===== src/rtl/exc_entry_pkg.sv =====
package exc_entry_pkg;

  typedef enum logic [1:0] {
    K_GEN = 2'd0,
    K_RST = 2'd1,
    K_DBG = 2'd2,
    K_BAD = 2'd3
  } exc_kind_e;

  localparam int unsigned ID_W    = 6;
  localparam int unsigned CODE_W  = 5;
  localparam int unsigned NDBG    = 6;
  localparam int unsigned DBGIX_W = $clog2(NDBG);

  localparam logic [CODE_W-1:0] C_INT   = 5'd0;
  localparam logic [CODE_W-1:0] C_TLBL  = 5'd2;
  localparam logic [CODE_W-1:0] C_TLBS  = 5'd3;
  localparam logic [CODE_W-1:0] C_CPU   = 5'd11;
  localparam logic [CODE_W-1:0] C_CACHE = 5'd30;

  localparam logic [ID_W-1:0] ID_NMI  = 6'h20;
  localparam logic [ID_W-1:0] ID_SRST = 6'h21;
  localparam logic [ID_W-1:0] ID_DSS  = 6'h22;
  localparam logic [ID_W-1:0] ID_DINT = 6'h23;
  localparam logic [ID_W-1:0] ID_LAST = 6'h27;

  function automatic logic code_known(input logic [CODE_W-1:0] c);
    case (c)
      5'd0, 5'd1, 5'd2, 5'd3, 5'd4, 5'd5, 5'd6, 5'd7,
      5'd8, 5'd9, 5'd10, 5'd11, 5'd12, 5'd13, 5'd15,
      5'd18, 5'd22, 5'd23, 5'd24, 5'd25, 5'd30: return 1'b1;
      default: return 1'b0;
    endcase
  endfunction

endpackage


===== src/rtl/exc_decode.sv =====
module exc_decode
  import exc_entry_pkg::*;
(
  input  logic [ID_W-1:0]    id,
  input  logic               dm_in,
  output exc_kind_e          kind,
  output logic [CODE_W-1:0]  code,
  output logic [DBGIX_W-1:0] dbg_idx,
  output logic               is_srst,
  output logic               is_dss
);
  logic [ID_W-1:0] eff;

  always_comb begin
    eff = id;
    if (id == {1'b0, C_INT} && dm_in) eff = ID_DINT;
  end

  always_comb begin
    code    = eff[CODE_W-1:0];
    is_srst = (eff == ID_SRST);
    is_dss  = (eff == ID_DSS);
    dbg_idx = DBGIX_W'(eff[2:0] - 3'd2);
    if (!eff[ID_W-1])
      kind = code_known(code) ? K_GEN : K_BAD;
    else if (eff > ID_LAST)
      kind = K_BAD;
    else if (eff == ID_NMI || eff == ID_SRST)
      kind = K_RST;
    else
      kind = K_DBG;
  end
endmodule


===== src/rtl/exc_vector.sv =====
module exc_vector
  import exc_entry_pkg::*;
#(
  parameter int unsigned W = 32
) (
  input  exc_kind_e         kind,
  input  logic [CODE_W-1:0] code,
  input  logic              bev,
  input  logic              iv,
  input  logic              exl,
  input  logic              refill,
  input  logic [W-1:0]      ebase,
  output logic [W-1:0]      vec
);
  localparam logic [W-1:0] BOOT_GEN  = W'(32'hBFC0_0200);
  localparam logic [W-1:0] BOOT_RST  = W'(32'hBFC0_0000);
  localparam logic [W-1:0] BOOT_DBG  = W'(32'hBFC0_0480);
  localparam logic [W-1:0] BASE_MASK = ~W'(32'h3FF);

  logic [W-1:0] base, offs;

  always_comb begin
    base = bev ? BOOT_GEN : (ebase & BASE_MASK);
    if (code == C_CACHE)
      offs = bev ? W'(32'h100) : W'(32'h2000_0100);
    else if (code == C_INT && iv)
      offs = W'(32'h200);
    else if ((code == C_TLBL || code == C_TLBS) && refill && !exl)
      offs = '0;
    else
      offs = W'(32'h180);
  end

  always_comb begin
    case (kind)
      K_RST:   vec = BOOT_RST;
      K_DBG:   vec = BOOT_DBG;
      default: vec = base + offs;
    endcase
  end
endmodule


===== src/rtl/exc_entry_unit.sv =====
module exc_entry_unit
  import exc_entry_pkg::*;
#(
  parameter int unsigned W = 32
) (
  input  logic              clk,
  input  logic              rst_n,
  input  logic              exc_valid,
  input  logic [5:0]        exc_id,
  input  logic [W-1:0]      pc,
  input  logic              in_dslot,
  input  logic [1:0]        cop_num,
  input  logic              tlb_refill,
  input  logic              exl_in,
  input  logic              erl_in,
  input  logic              bev_in,
  input  logic              iv_in,
  input  logic              dm_in,
  input  logic              kmode_in,
  input  logic [W-1:0]      ebase,
  output logic [W-1:0]      next_pc,
  output logic [W-1:0]      epc,
  output logic [W-1:0]      err_epc,
  output logic [W-1:0]      dbg_epc,
  output logic [4:0]        exc_code,
  output logic [1:0]        cop_err,
  output logic              bd,
  output logic              exl_out,
  output logic              erl_out,
  output logic              bev_out,
  output logic              dm_out,
  output logic              kmode_out,
  output logic              nmi_flag,
  output logic              srst_flag,
  output logic [5:0]        dbg_flags,
  output logic              taken,
  output logic              bad_id
);
  exc_kind_e           kind;
  logic [CODE_W-1:0]   code;
  logic [DBGIX_W-1:0]  dbg_idx;
  logic                is_srst, is_dss;
  logic [W-1:0]        vec, ret_adj;

  exc_decode u_dec (
    .id(exc_id), .dm_in(dm_in), .kind(kind), .code(code),
    .dbg_idx(dbg_idx), .is_srst(is_srst), .is_dss(is_dss)
  );

  exc_vector #(.W(W)) u_vec (
    .kind(kind), .code(code), .bev(bev_in), .iv(iv_in), .exl(exl_in),
    .refill(tlb_refill), .ebase(ebase), .vec(vec)
  );

  assign ret_adj = in_dslot ? (pc - W'(4)) : pc;

  always_ff @(posedge clk) begin
    if (!rst_n) begin
      next_pc   <= '0;
      epc       <= '0;
      err_epc   <= '0;
      dbg_epc   <= '0;
      exc_code  <= '0;
      cop_err   <= '0;
      bd        <= 1'b0;
      exl_out   <= 1'b0;
      erl_out   <= 1'b0;
      bev_out   <= 1'b0;
      dm_out    <= 1'b0;
      kmode_out <= 1'b0;
      nmi_flag  <= 1'b0;
      srst_flag <= 1'b0;
      dbg_flags <= '0;
      taken     <= 1'b0;
      bad_id    <= 1'b0;
    end else begin
      taken  <= 1'b0;
      bad_id <= 1'b0;
      if (exc_valid) begin
        case (kind)
          K_BAD: bad_id <= 1'b1;
          K_GEN: begin
            taken    <= 1'b1;
            next_pc  <= vec;
            exc_code <= code;
            if (code == C_CPU) cop_err <= cop_num;
            if (!exl_in) begin
              epc       <= ret_adj;
              bd        <= in_dslot;
              kmode_out <= 1'b1;
            end else begin
              kmode_out <= kmode_in;
            end
            exl_out <= 1'b1;
            erl_out <= erl_in;
            bev_out <= bev_in;
            dm_out  <= dm_in;
          end
          K_RST: begin
            taken     <= 1'b1;
            next_pc   <= vec;
            err_epc   <= ret_adj;
            exl_out   <= exl_in;
            erl_out   <= 1'b1;
            bev_out   <= 1'b1;
            dm_out    <= dm_in;
            kmode_out <= 1'b1;
            if (is_srst) srst_flag <= 1'b1;
            else         nmi_flag  <= 1'b1;
            if (!exl_in) bd <= 1'b0;
          end
          default: begin
            taken              <= 1'b1;
            next_pc            <= vec;
            dbg_epc            <= is_dss ? pc : ret_adj;
            dbg_flags[dbg_idx] <= 1'b1;
            exl_out            <= exl_in;
            erl_out            <= erl_in;
            bev_out            <= bev_in;
            dm_out             <= 1'b1;
            kmode_out          <= 1'b1;
            if (!exl_in) bd <= 1'b0;
          end
        endcase
      end
    end
  end
endmodule


===== config.mk =====
export PLATFORM = sky130hd
export DESIGN_NAME = exc_entry_unit
export DESIGN_NICKNAME = d
export VERILOG_FILES = /design/src/rtl/exc_entry_pkg.sv /design/src/rtl/exc_decode.sv /design/src/rtl/exc_vector.sv /design/src/rtl/exc_entry_unit.sv
export SDC_FILE = /design/constraint.sdc
export NUM_CORES = 1
export LEC_CHECK = 0
export BUFFER_PORTS_ARGS = -buffer_cell sky130_fd_sc_hd__clkbuf_2
export CAP_MARGIN = 20
export CORE_UTILIZATION = 25
export CTS_CLUSTER_SIZE = 16
export DETAILED_ROUTE_END_ITERATION = 8
export PLACE_DENSITY_LB_ADDON = 0.25
export SLEW_MARGIN = 20
export SYNTH_ARGS = -nofsm -noshare
export SYNTH_HDL_FRONTEND = slang
export SYNTH_HIERARCHICAL = 1
export SYNTH_SLANG_ARGS = --single-unit
export TNS_END_PERCENT = 10

===== constraint.sdc =====
create_clock -name clk -period 3.65 [get_ports clk]
set_clock_uncertainty 0.1 [all_clocks]
set_input_delay 0.1825 -clock clk [delete_from_list [all_inputs] [get_ports clk]]
set_output_delay 0.1825 -clock clk [all_outputs]
set_load 0.01 [all_outputs]

==> results of run 1 <==
worst reg2reg max path: cells and delay by family (launching register included):
family / cells / cell delay [ps]
buffers and inverters: 1 / 590
DFF: 1 / 340
AOI/OAI and AO/OA: 1 / 260
and+or+nand+nor: 1 / 50
synthesized netlist by cell type, drive strengths merged, types with 13 or more instances:
master,instances,area (um2)
nor3,20,125.1
xnor2,29,254.0
nor4,15,181.4
xor2,34,297.8
inv,13,48.79
nor2,99,384.1
nand3,16,80.08
o21ai,75,375.4
clkbuf,54,202.7
a211oi,26,205.2
nand4,18,127.6
buf,28,214.0
dfxtp,151,3023
a21oi,110,554.3
nand2,110,417.9
kinds of logic after synthesis:
family,after synthesis,share of synthesized area
buffers and inverters,95,0.06326
AO/OA/AOI/OAI,245,0.1910
adder cells (fa/ha/maj),4,0.006803
multiplexers,5,0.006803
flip-flops,151,0.4109
AND/OR/NAND/NOR,338,0.2457
XOR/XNOR,63,0.07500
other,1,0.0005097
final cells by class:
| cell class | instances | area, um2 | area share |
|---|---|---|---|
| timing repair buffer | 254 | 1381 | 0.1464 |
| clock buffer | 17 | 425.4 | 0.04507 |
| tap | 384 | 480.5 | 0.05091 |
| sequential | 151 | 3023 | 0.3203 |
| multi-input combinational | 662 | 3916 | 0.4150 |
| inverter | 13 | 50.05 | 0.005303 |
| clock inverter | 15 | 161.4 | 0.01710 |
stage by stage:
stage | std cells | power [mW]
CTS | 1496 | 4.300
global placement | 1451 | 2.456
floorplan | 908 | 2.195
global route | 1496 | 4.438
finish | 1496 | 4.227
detailed placement | 1451 | 2.458
state kept, by name, indices dropped and copies added (netlist names):
register and count:
epc 32, next_pc 32, erl_out 1, taken 1, kmode_out 1, nmi_flag 1, srst_flag 1, bd 1
dbg_flags 6, dbg_epc 32, bev_out 1, exc_code 5, exl_out 1, bad_id 1, cop_err 2, dm_out 1
err_epc 32
per-layer routing:
metal	vias up	track usage	share of wire
met5	-	0	0
met4	0	0.03945	0.0087
met3	13	0.04627	0.073
li1	3547	-	-
met1	3208	0.2130	0.47
met2	204	0.2487	0.44
power by group:
part / switching [mW] / internal, mW
Sequential: 0.0457 / 1.74
Clock: 0.828 / 0.970
Combinational: 0.408 / 0.235
path summary, 6_finish.rpt:
| path | end | cells after the start |
|---|---|---|
| worst max-delay path | next_pc[28] | 13 |
| worst min-delay path | dbg_epc[2] | 3 |
| worst max register to register | kmode_out | 3 |
| worst min register to register | next_pc[15] | 2 |
timing repair:
action | in CTS | in global routing
hold buffers | 13 | 0
setup endpoints to repair | 0 | 0
buffers inserted | 0 | 0
hold endpoints to repair | 16 | 0
==> flow_summary.json, run 1 <==
{
  "die-area_mm2": 0.03012,
  "design_area_mm2": 0.009438,
  "wl_per_cell_um": 15.98,
  "synth_ff_type": "dfxtp_1",
  "io_buffer_count": 223,
  "synthCells": 902,
  "worst_pin_slew_ps": 780.9,
  "hpwlAfterDp_mm": 17.10,
  "crit_chain": "dlygate4sd3_1 -> clkbuf_2 -> nor2_1 -> a41o_1 -> nor2_1 -> and3_1 -> ha_1 -> nand4_4 -> or4_4 -> o31a_1 -> a31oi_1 -> nand2_1 -> a21oi_1",
  "reg2reg_setup_slack_ps": 2250,
  "whs_ps": 26.88,
  "crit_slowest_cell": "or4_4",
  "setup_tns_ps": 0,
  "status": "finished clean",
  "crit_fanout": 9,
  "crit_family": "simple AND/OR/NAND/NOR gates",
  "fin_ws_ps": 450.1,
  "cp_common_cell": "nor2_1",
  "cap_violations": 0,
  "drive_above_1_share": 0.2779,
  "diodes": 0,
  "die_x_um": 173.5,
  "antenna_found_initial": 0,
  "crit_start": "exc_id[4]",
  "avgSynthCellArea_um2": 8.156,
  "slew_headroom": 0.4794,
  "die_h_um": 173.5,
  "ant_nets": 0,
  "cts-root-buf": "clkbuf_16",
  "track_usage": 0.1589,
  "synthToLayoutAreaGrowth_pct": 28.28,
  "period_needed_ps": 3200,
  "power_density_mw_per_mm2": 447.9,
  "fillerInstances": 3150,
  "finalSetupViolCount": 0,
  "crit_path_end_kind": "flop",
  "grt_pass1_wl_mm": 37.67,
  "cts_resized": 0,
  "final_nets": 1186,
  "first_iter_violations": 349,
  "worst_ep_arrival_time_ps": 3470,
  "synth_edf_count": 0,
  "hp-start": "pc[2]",
  "grt_pass1_vias": 6586,
  "rsz0062_at_grt": "false",
  "vdd_ir_drop_max_mv": 0.2435,
  "synth_async_sr_flop_share": 0,
  "fp-row-count": 62,
  "cp_slowest_stage_delay_ps": 620,
  "path_clk_slew_ps": 70,
  "utilization": 0.3270,
  "placed_area_mm2": 0.008721,
  "hold_viol": 0,
  "yosysWarningCount": 6,
  "start_kind": "input pin",
  "drc": 0,
  "fin_crit_sh": 0.8767,
  "fmax_mhz": 312.5,
  "hp-class": "input pin to flop",
  "synth_seq_cells": 151,
  "grt_remaining_overflow": 0,
  "core_area_mm2": 0.02886,
  "slew_violations": 0,
  "cts.sinks": 151,
  "numCtsBuffers": 17,
  "syn_area_mm2": 0.007357,
  "insertion_delay_ps": 420,
  "crit_required_ps": 3920,
  "dr_total_vias": 6972,
  "dr.pass1.iters": 4,
  "final_common_cell": "clkbuf_2",
  "seq_area_frac_synth": 0.4109,
  "gp_congestion": 0.8133,
  "dpl_worst_slack_ps": 535.9,
  "p_leak_nw": 3.814,
  "io_pins": 234,
  "synth_cell_type_count": 72,
  "path_buf_inv": 2,
  "r2r_start": "kmode_out",
  "htreeDepth": 4,
  "wl_mm": 23.91,
  "cts_tree": "yes",
  "initial_core_util": 0.2549,
  "final_cell_mix": "clkbuf_2 (223), dfxtp_1 (151), a21oi_1 (109), nand2_1 (108), nor2_1 (94)",
  "vias_per_cell": 4.660,
  "clk_path_buf_depth": 2,
  "path_class": "input pin to flop",
  "grt_max_degree": 63
}
(Power assumes the default switching activity.)
==> inputs of run 2 (changes only) <==
--- a/config.mk
+++ b/config.mk
@@ -7,6 +7,7 @@
 export LEC_CHECK = 0
 export BUFFER_PORTS_ARGS = -buffer_cell sky130_fd_sc_hd__clkbuf_2
 export CAP_MARGIN = 20
+export CORE_ASPECT_RATIO = 2
 export CORE_UTILIZATION = 25
 export CTS_CLUSTER_SIZE = 16
 export DETAILED_ROUTE_END_ITERATION = 8
==> run 2 against run 1 <==
Effect of this change: total power is 0.85% lower; fmax is 0.36% lower; global-route usage is 2.8 points higher; cell count is 1.6% lower; critical path depth stayed put; core utilization is 0.15 points lower; register-to-register slack better by 30 ps.
==> flow_summary.json, run 2 (same netlist as run 1, synthesis figures left out) <==
{
  "clk_path_buf_depth": 2,
  "dpl_worst_slack_ps": 550.9,
  "path_class": "input pin to flop",
  "io_buffer_count": 223,
  "crit_fanout": 9,
  "track_usage": 0.1867,
  "hpwlAfterDp_mm": 21.22,
  "core_area_mm2": 0.02885,
  "final_cell_mix": "clkbuf_2 (223), dfxtp_1 (151), a21oi_1 (109), nand2_1 (108), nor2_1 (94)",
  "top_usage_layer": "met2",
  "grt_remaining_overflow": 0,
  "path_clk_slew_ps": 70,
  "fin_ws_ps": 438.5,
  "die_h_um": 244.6,
  "synthToLayoutAreaGrowth_pct": 27.64,
  "cts-root-buf": "clkbuf_16",
  "fin_crit_sh": 0.8799,
  "wl_mm": 27.61,
  "crit_family": "simple AND/OR/NAND/NOR gates",
  "utilization": 0.3255,
  "slew_headroom": 0.3713,
  "antenna_found_initial": 1,
  "power_density_mw_per_mm2": 446.3,
  "dr_total_vias": 7136,
  "rsz0062_at_grt": "false",
  "insertion_delay_ps": 430,
  "finalSetupViolCount": 0,
  "dr.pass1.iters": 4,
  "hold_viol": 0,
  "vdd_ir_drop_max_mv": 0.2952,
  "final_cells": 1472,
  "die-area_mm2": 0.03016,
  "worst_pin_slew_ps": 934.4,
  "drive_above_1_share": 0.2779,
  "crit_path_end_kind": "flop",
  "status": "finished clean",
  "first_iter_violations": 325,
  "grt_max_degree": 63,
  "gp_congestion": 0.8697,
  "grt_util_met3": 0.04384,
  "final_common_cell": "clkbuf_2",
  "htreeDepth": 4,
  "crit_required_ps": 3920,
  "fmax_mhz": 311.4,
  "crit_slowest_cell": "or4_4",
  "met1_usage": 0.1686,
  "grt_pass1_wl_mm": 40.96,
  "slew_violations": 0,
  "numCtsBuffers": 17,
  "crit_chain": "dlygate4sd3_1 -> clkbuf_2 -> nor2_1 -> a41o_1 -> nor2_1 -> and3_1 -> ha_1 -> nand4_4 -> or4_4 -> o31a_1 -> a31oi_1 -> nand2_1 -> a21oi_1",
  "start_kind": "input pin",
  "place_inst": 1428,
  "cts_tree": "yes",
  "p_leak_nw": 3.816,
  "cap_violations": 0,
  "drc": 0,
  "final_nets": 1186,
  "multi_input_area_mm2": 0.003911,
  "hp-class": "input pin to flop",
  "fp-row-count": 88,
  "grt_pass1_vias": 6923,
  "ant_nets": 0,
  "initial_core_util": 0.2550,
  "io_pins": 234,
  "period_needed_ps": 3211,
  "seqCellArea_mm2": 0.003023,
  "grtUsageMet2": 0.3661,
  "fillerInstances": 3146,
  "cp_common_cell": "nor2_1",
  "cts.sinks": 151,
  "path_buf_inv": 2,
  "worst_ep_arrival_time_ps": 3480,
  "diodes": 0,
  "cp_slowest_stage_delay_ps": 630,
  "die_x_um": 123.3,
  "wl_per_cell_um": 18.76,
  "setup_tns_ps": 0,
  "vias_per_cell": 4.848
}
## run 2: worst paths after layout
kind	from	end	slack, ps	cells after the start
hold / removal	pc[3]	dbg_epc[3]	20	3
hold reg to reg	dbg_epc[3]	dbg_epc[3]	350	2
setup / recovery	exc_id[3]	next_pc[28]	440	13
setup reg to reg	kmode_out	kmode_out	2280	3
## run 2: through the flow
stage	area [um2]	hold slack (ps)	power (mW)
floorplan	7380	178.2	2.195
global placement	8705	318.2	2.488
detailed placement	8705	325.3	2.493
CTS	9390	0.4204	4.283
global route	9390	30.58	4.403
finish	9390	24.94	4.191
## run 2: layout make-up
| class | instances | area share |
|---|---|---|
| multi-input cells | 662 | 0.4165 |
| flip-flops and latches | 151 | 0.3219 |
| repair buffers | 254 | 0.1482 |
| well taps | 360 | 0.04797 |
| clock buffers | 18 | 0.04677 |
| clock inverters | 14 | 0.01346 |
| inverters | 13 | 0.005197 |
## run 2: worst reg2reg max path, delay by kind of cell, from the launching register on
| kind | cells | cell delay (ps) |
|---|---|---|
| compound gates | 1 | 240 |
| buf+inv | 1 | 580 |
| flops | 1 | 350 |
| simple gates | 1 | 50 |
## run 2: per-layer routing
layer	wire length, um	vias to the layer above
met5	13	-
met4	1260	2
met3	1405	41
met2	15640	248
met1	9290	3298
li1	-	3547
## run 2: what timing repair did
action	CTS	global route
hold buffers	12	0
setup buffers	0	0
resized for setup	0	0
endpoints found under the hold margin	15	0
## run 2: power breakdown
group | total [mW] | internal (mW) | switching (mW)
clock | 1.74 | 0.922 | 0.816
sequential | 1.79 | 1.74 | 0.0462
combinational | 0.668 | 0.238 | 0.430
total | 4.19 | 2.90 | 1.29
==> inputs of run 3 (changes only) <==
--- a/config.mk
+++ b/config.mk
@@ -12,6 +12,7 @@
 export CTS_CLUSTER_SIZE = 16
 export DETAILED_ROUTE_END_ITERATION = 8
 export PLACE_DENSITY_LB_ADDON = 0.25
+export REMOVE_ABC_BUFFERS = 1
 export SLEW_MARGIN = 20
 export SYNTH_ARGS = -nofsm -noshare
 export SYNTH_HDL_FRONTEND = slang
==> run 3 against run 2 <==
Effect of this change: fmax down 0.13%; cell count unchanged; critical path type unchanged; clock-buffer cell count up 1.
==> flow_summary.json, run 3 (same netlist as run 1, synthesis figures left out) <==
{
  "insertion_delay_ps": 430,
  "crit_required_ps": 3920,
  "synthToLayoutAreaGrowth_pct": 28.59,
  "setup_tns_ps": 0,
  "final_common_cell": "clkbuf_2",
  "path_class": "input pin to flop",
  "cts_tree": "yes",
  "cts_resized": 0,
  "antenna_found_initial": 0,
  "crit_slowest_cell": "or4_4",
  "path_buf_inv": 2,
  "diodes": 0,
  "rsz0062_at_grt": "false",
  "fmax_mhz": 311.0,
  "core_area_mm2": 0.02885,
  "wl_mm": 26.20,
  "crit_family": "simple AND/OR/NAND/NOR gates",
  "hold_viol": 0,
  "power_density_mw_per_mm2": 453.5,
  "final_cell_mix": "clkbuf_2 (223), dfxtp_1 (151), a21oi_1 (109), nand2_1 (108), nor2_1 (94)",
  "gp_congestion": 0.8763,
  "period_needed_ps": 3216,
  "p_leak_nw": 3.826,
  "ant_nets": 0,
  "slew_headroom": 0.2900,
  "cts.sinks": 151,
  "crit_chain": "dlygate4sd3_1 -> clkbuf_2 -> nor2_1 -> a41o_1 -> nor2_1 -> and3_1 -> ha_1 -> nand4_4 -> or4_4 -> o31a_1 -> a31oi_1 -> nand2_1 -> a21oi_1",
  "grt_pass1_vias": 6854,
  "placed_area_mm2": 0.008667,
  "io_pins": 234,
  "final_nets": 1187,
  "path_clk_slew_ps": 60,
  "cp_common_cell": "nor2_1",
  "fin_ws_ps": 434.3,
  "whs_ps": 28.35,
  "die_x_um": 123.3,
  "fp-row-count": 88,
  "grt_max_degree": 90,
  "grt_pass1_wl_mm": 39.03,
  "final_cells": 1472,
  "slew_violations": 0,
  "cp_slowest_stage_delay_ps": 640,
  "initial_core_util": 0.2550,
  "p_switching_mw": 1.204,
  "hp-class": "input pin to flop",
  "wl_per_cell_um": 17.80,
  "clk_path_buf_depth": 2,
  "fin_crit_sh": 0.8810,
  "io_buffer_count": 223,
  "start_kind": "input pin",
  "p_total_mw": 4.290,
  "dpl_worst_slack_ps": 560.3,
  "design_area_mm2": 0.009460,
  "track_usage": 0.1751,
  "die-area_mm2": 0.03016,
  "worst_ep_arrival_time_ps": 3480,
  "cap_violations": 0,
  "p_seq_frac": 0.416,
  "crit_fanout": 9,
  "first_iter_violations": 305,
  "worst_pin_slew_ps": 1057,
  "die_h_um": 244.6,
  "status": "finished clean",
  "vias_per_cell": 4.800,
  "cts-root-buf": "clkbuf_16",
  "dr.pass1.iters": 5,
  "drive_above_1_share": 0.2752,
  "p_int_mw": 3.086,
  "finalSetupViolCount": 0,
  "numCtsBuffers": 17,
  "p_comb_frac": 0.154,
  "dr_total_vias": 7065,
  "utilization": 0.3279,
  "pwr-share-clk": 0.430,
  "grt_remaining_overflow": 0,
  "place_inst": 1424,
  "drc": 0,
  "swShare": 0.2807,
  "vdd_ir_drop_max_mv": 0.3478,
  "hpwlAfterDp_mm": 19.16,
  "htreeDepth": 4,
  "crit_path_end_kind": "flop"
}
[run 3: changes by cell type in the layout (fill, tap and decap cells not counted), sizes merged]
| cell | change |
|---|---|
| dlygate4sd3 | +4 |
| buf | -3 |
| clkbuf | +1 |
| bufinv | +3 |
| clkinv | +3 |
| clkinvlp | +3 |
| inv | -11 |
[run 3: worst min-delay path: stages]
cell      delay (ps)
clkbuf_2         110
o211ai_1         100
a21oi_1          130
[run 3: worst paths after layout]
path | from | end | slack (ps) | cells past startpoint
setup / recovery | exc_id[4] | next_pc[28] | 430 | 13
hold / removal | pc[3] | dbg_epc[3] | 30 | 3
setup reg to reg | kmode_out | kmode_out | 2300 | 3
hold reg to reg | dbg_epc[3] | dbg_epc[3] | 350 | 2
[run 3: repair_timing]
item	4_1_cts	5_1_grt
hold buffers	16	0
hold endpoints to repair	20	0
buffers inserted	0	0
[run 3: final cells by class]
type	count	area (um2)
clock buffers	19	452.9
clock inverters	12	152.6
fillers	3097	19390
inverters	13	48.80
multi-input cells	662	3916
flip-flops and latches	151	3023
well taps	360	450.4
repair buffers	255	1416
[run 3: power groups by stage]
stage | Sequential, mW | Combinational (mW) | Clock [mW]
floorplan | 1.86 | 0.276 | 0
global placement | 1.82 | 0.649 | 0
detailed placement | 1.82 | 0.651 | 0
CTS | 1.79 | 0.669 | 1.91
global route | 1.80 | 0.732 | 1.99
finish | 1.79 | 0.661 | 1.84
[run 3: layer usage]
metal | global-route usage | share of wire
met1 | 0.1753 | 0.36
met2 | 0.3319 | 0.55
met3 | 0.03918 | 0.058
met4 | 0.07867 | 0.028
met5 | 0 | 0
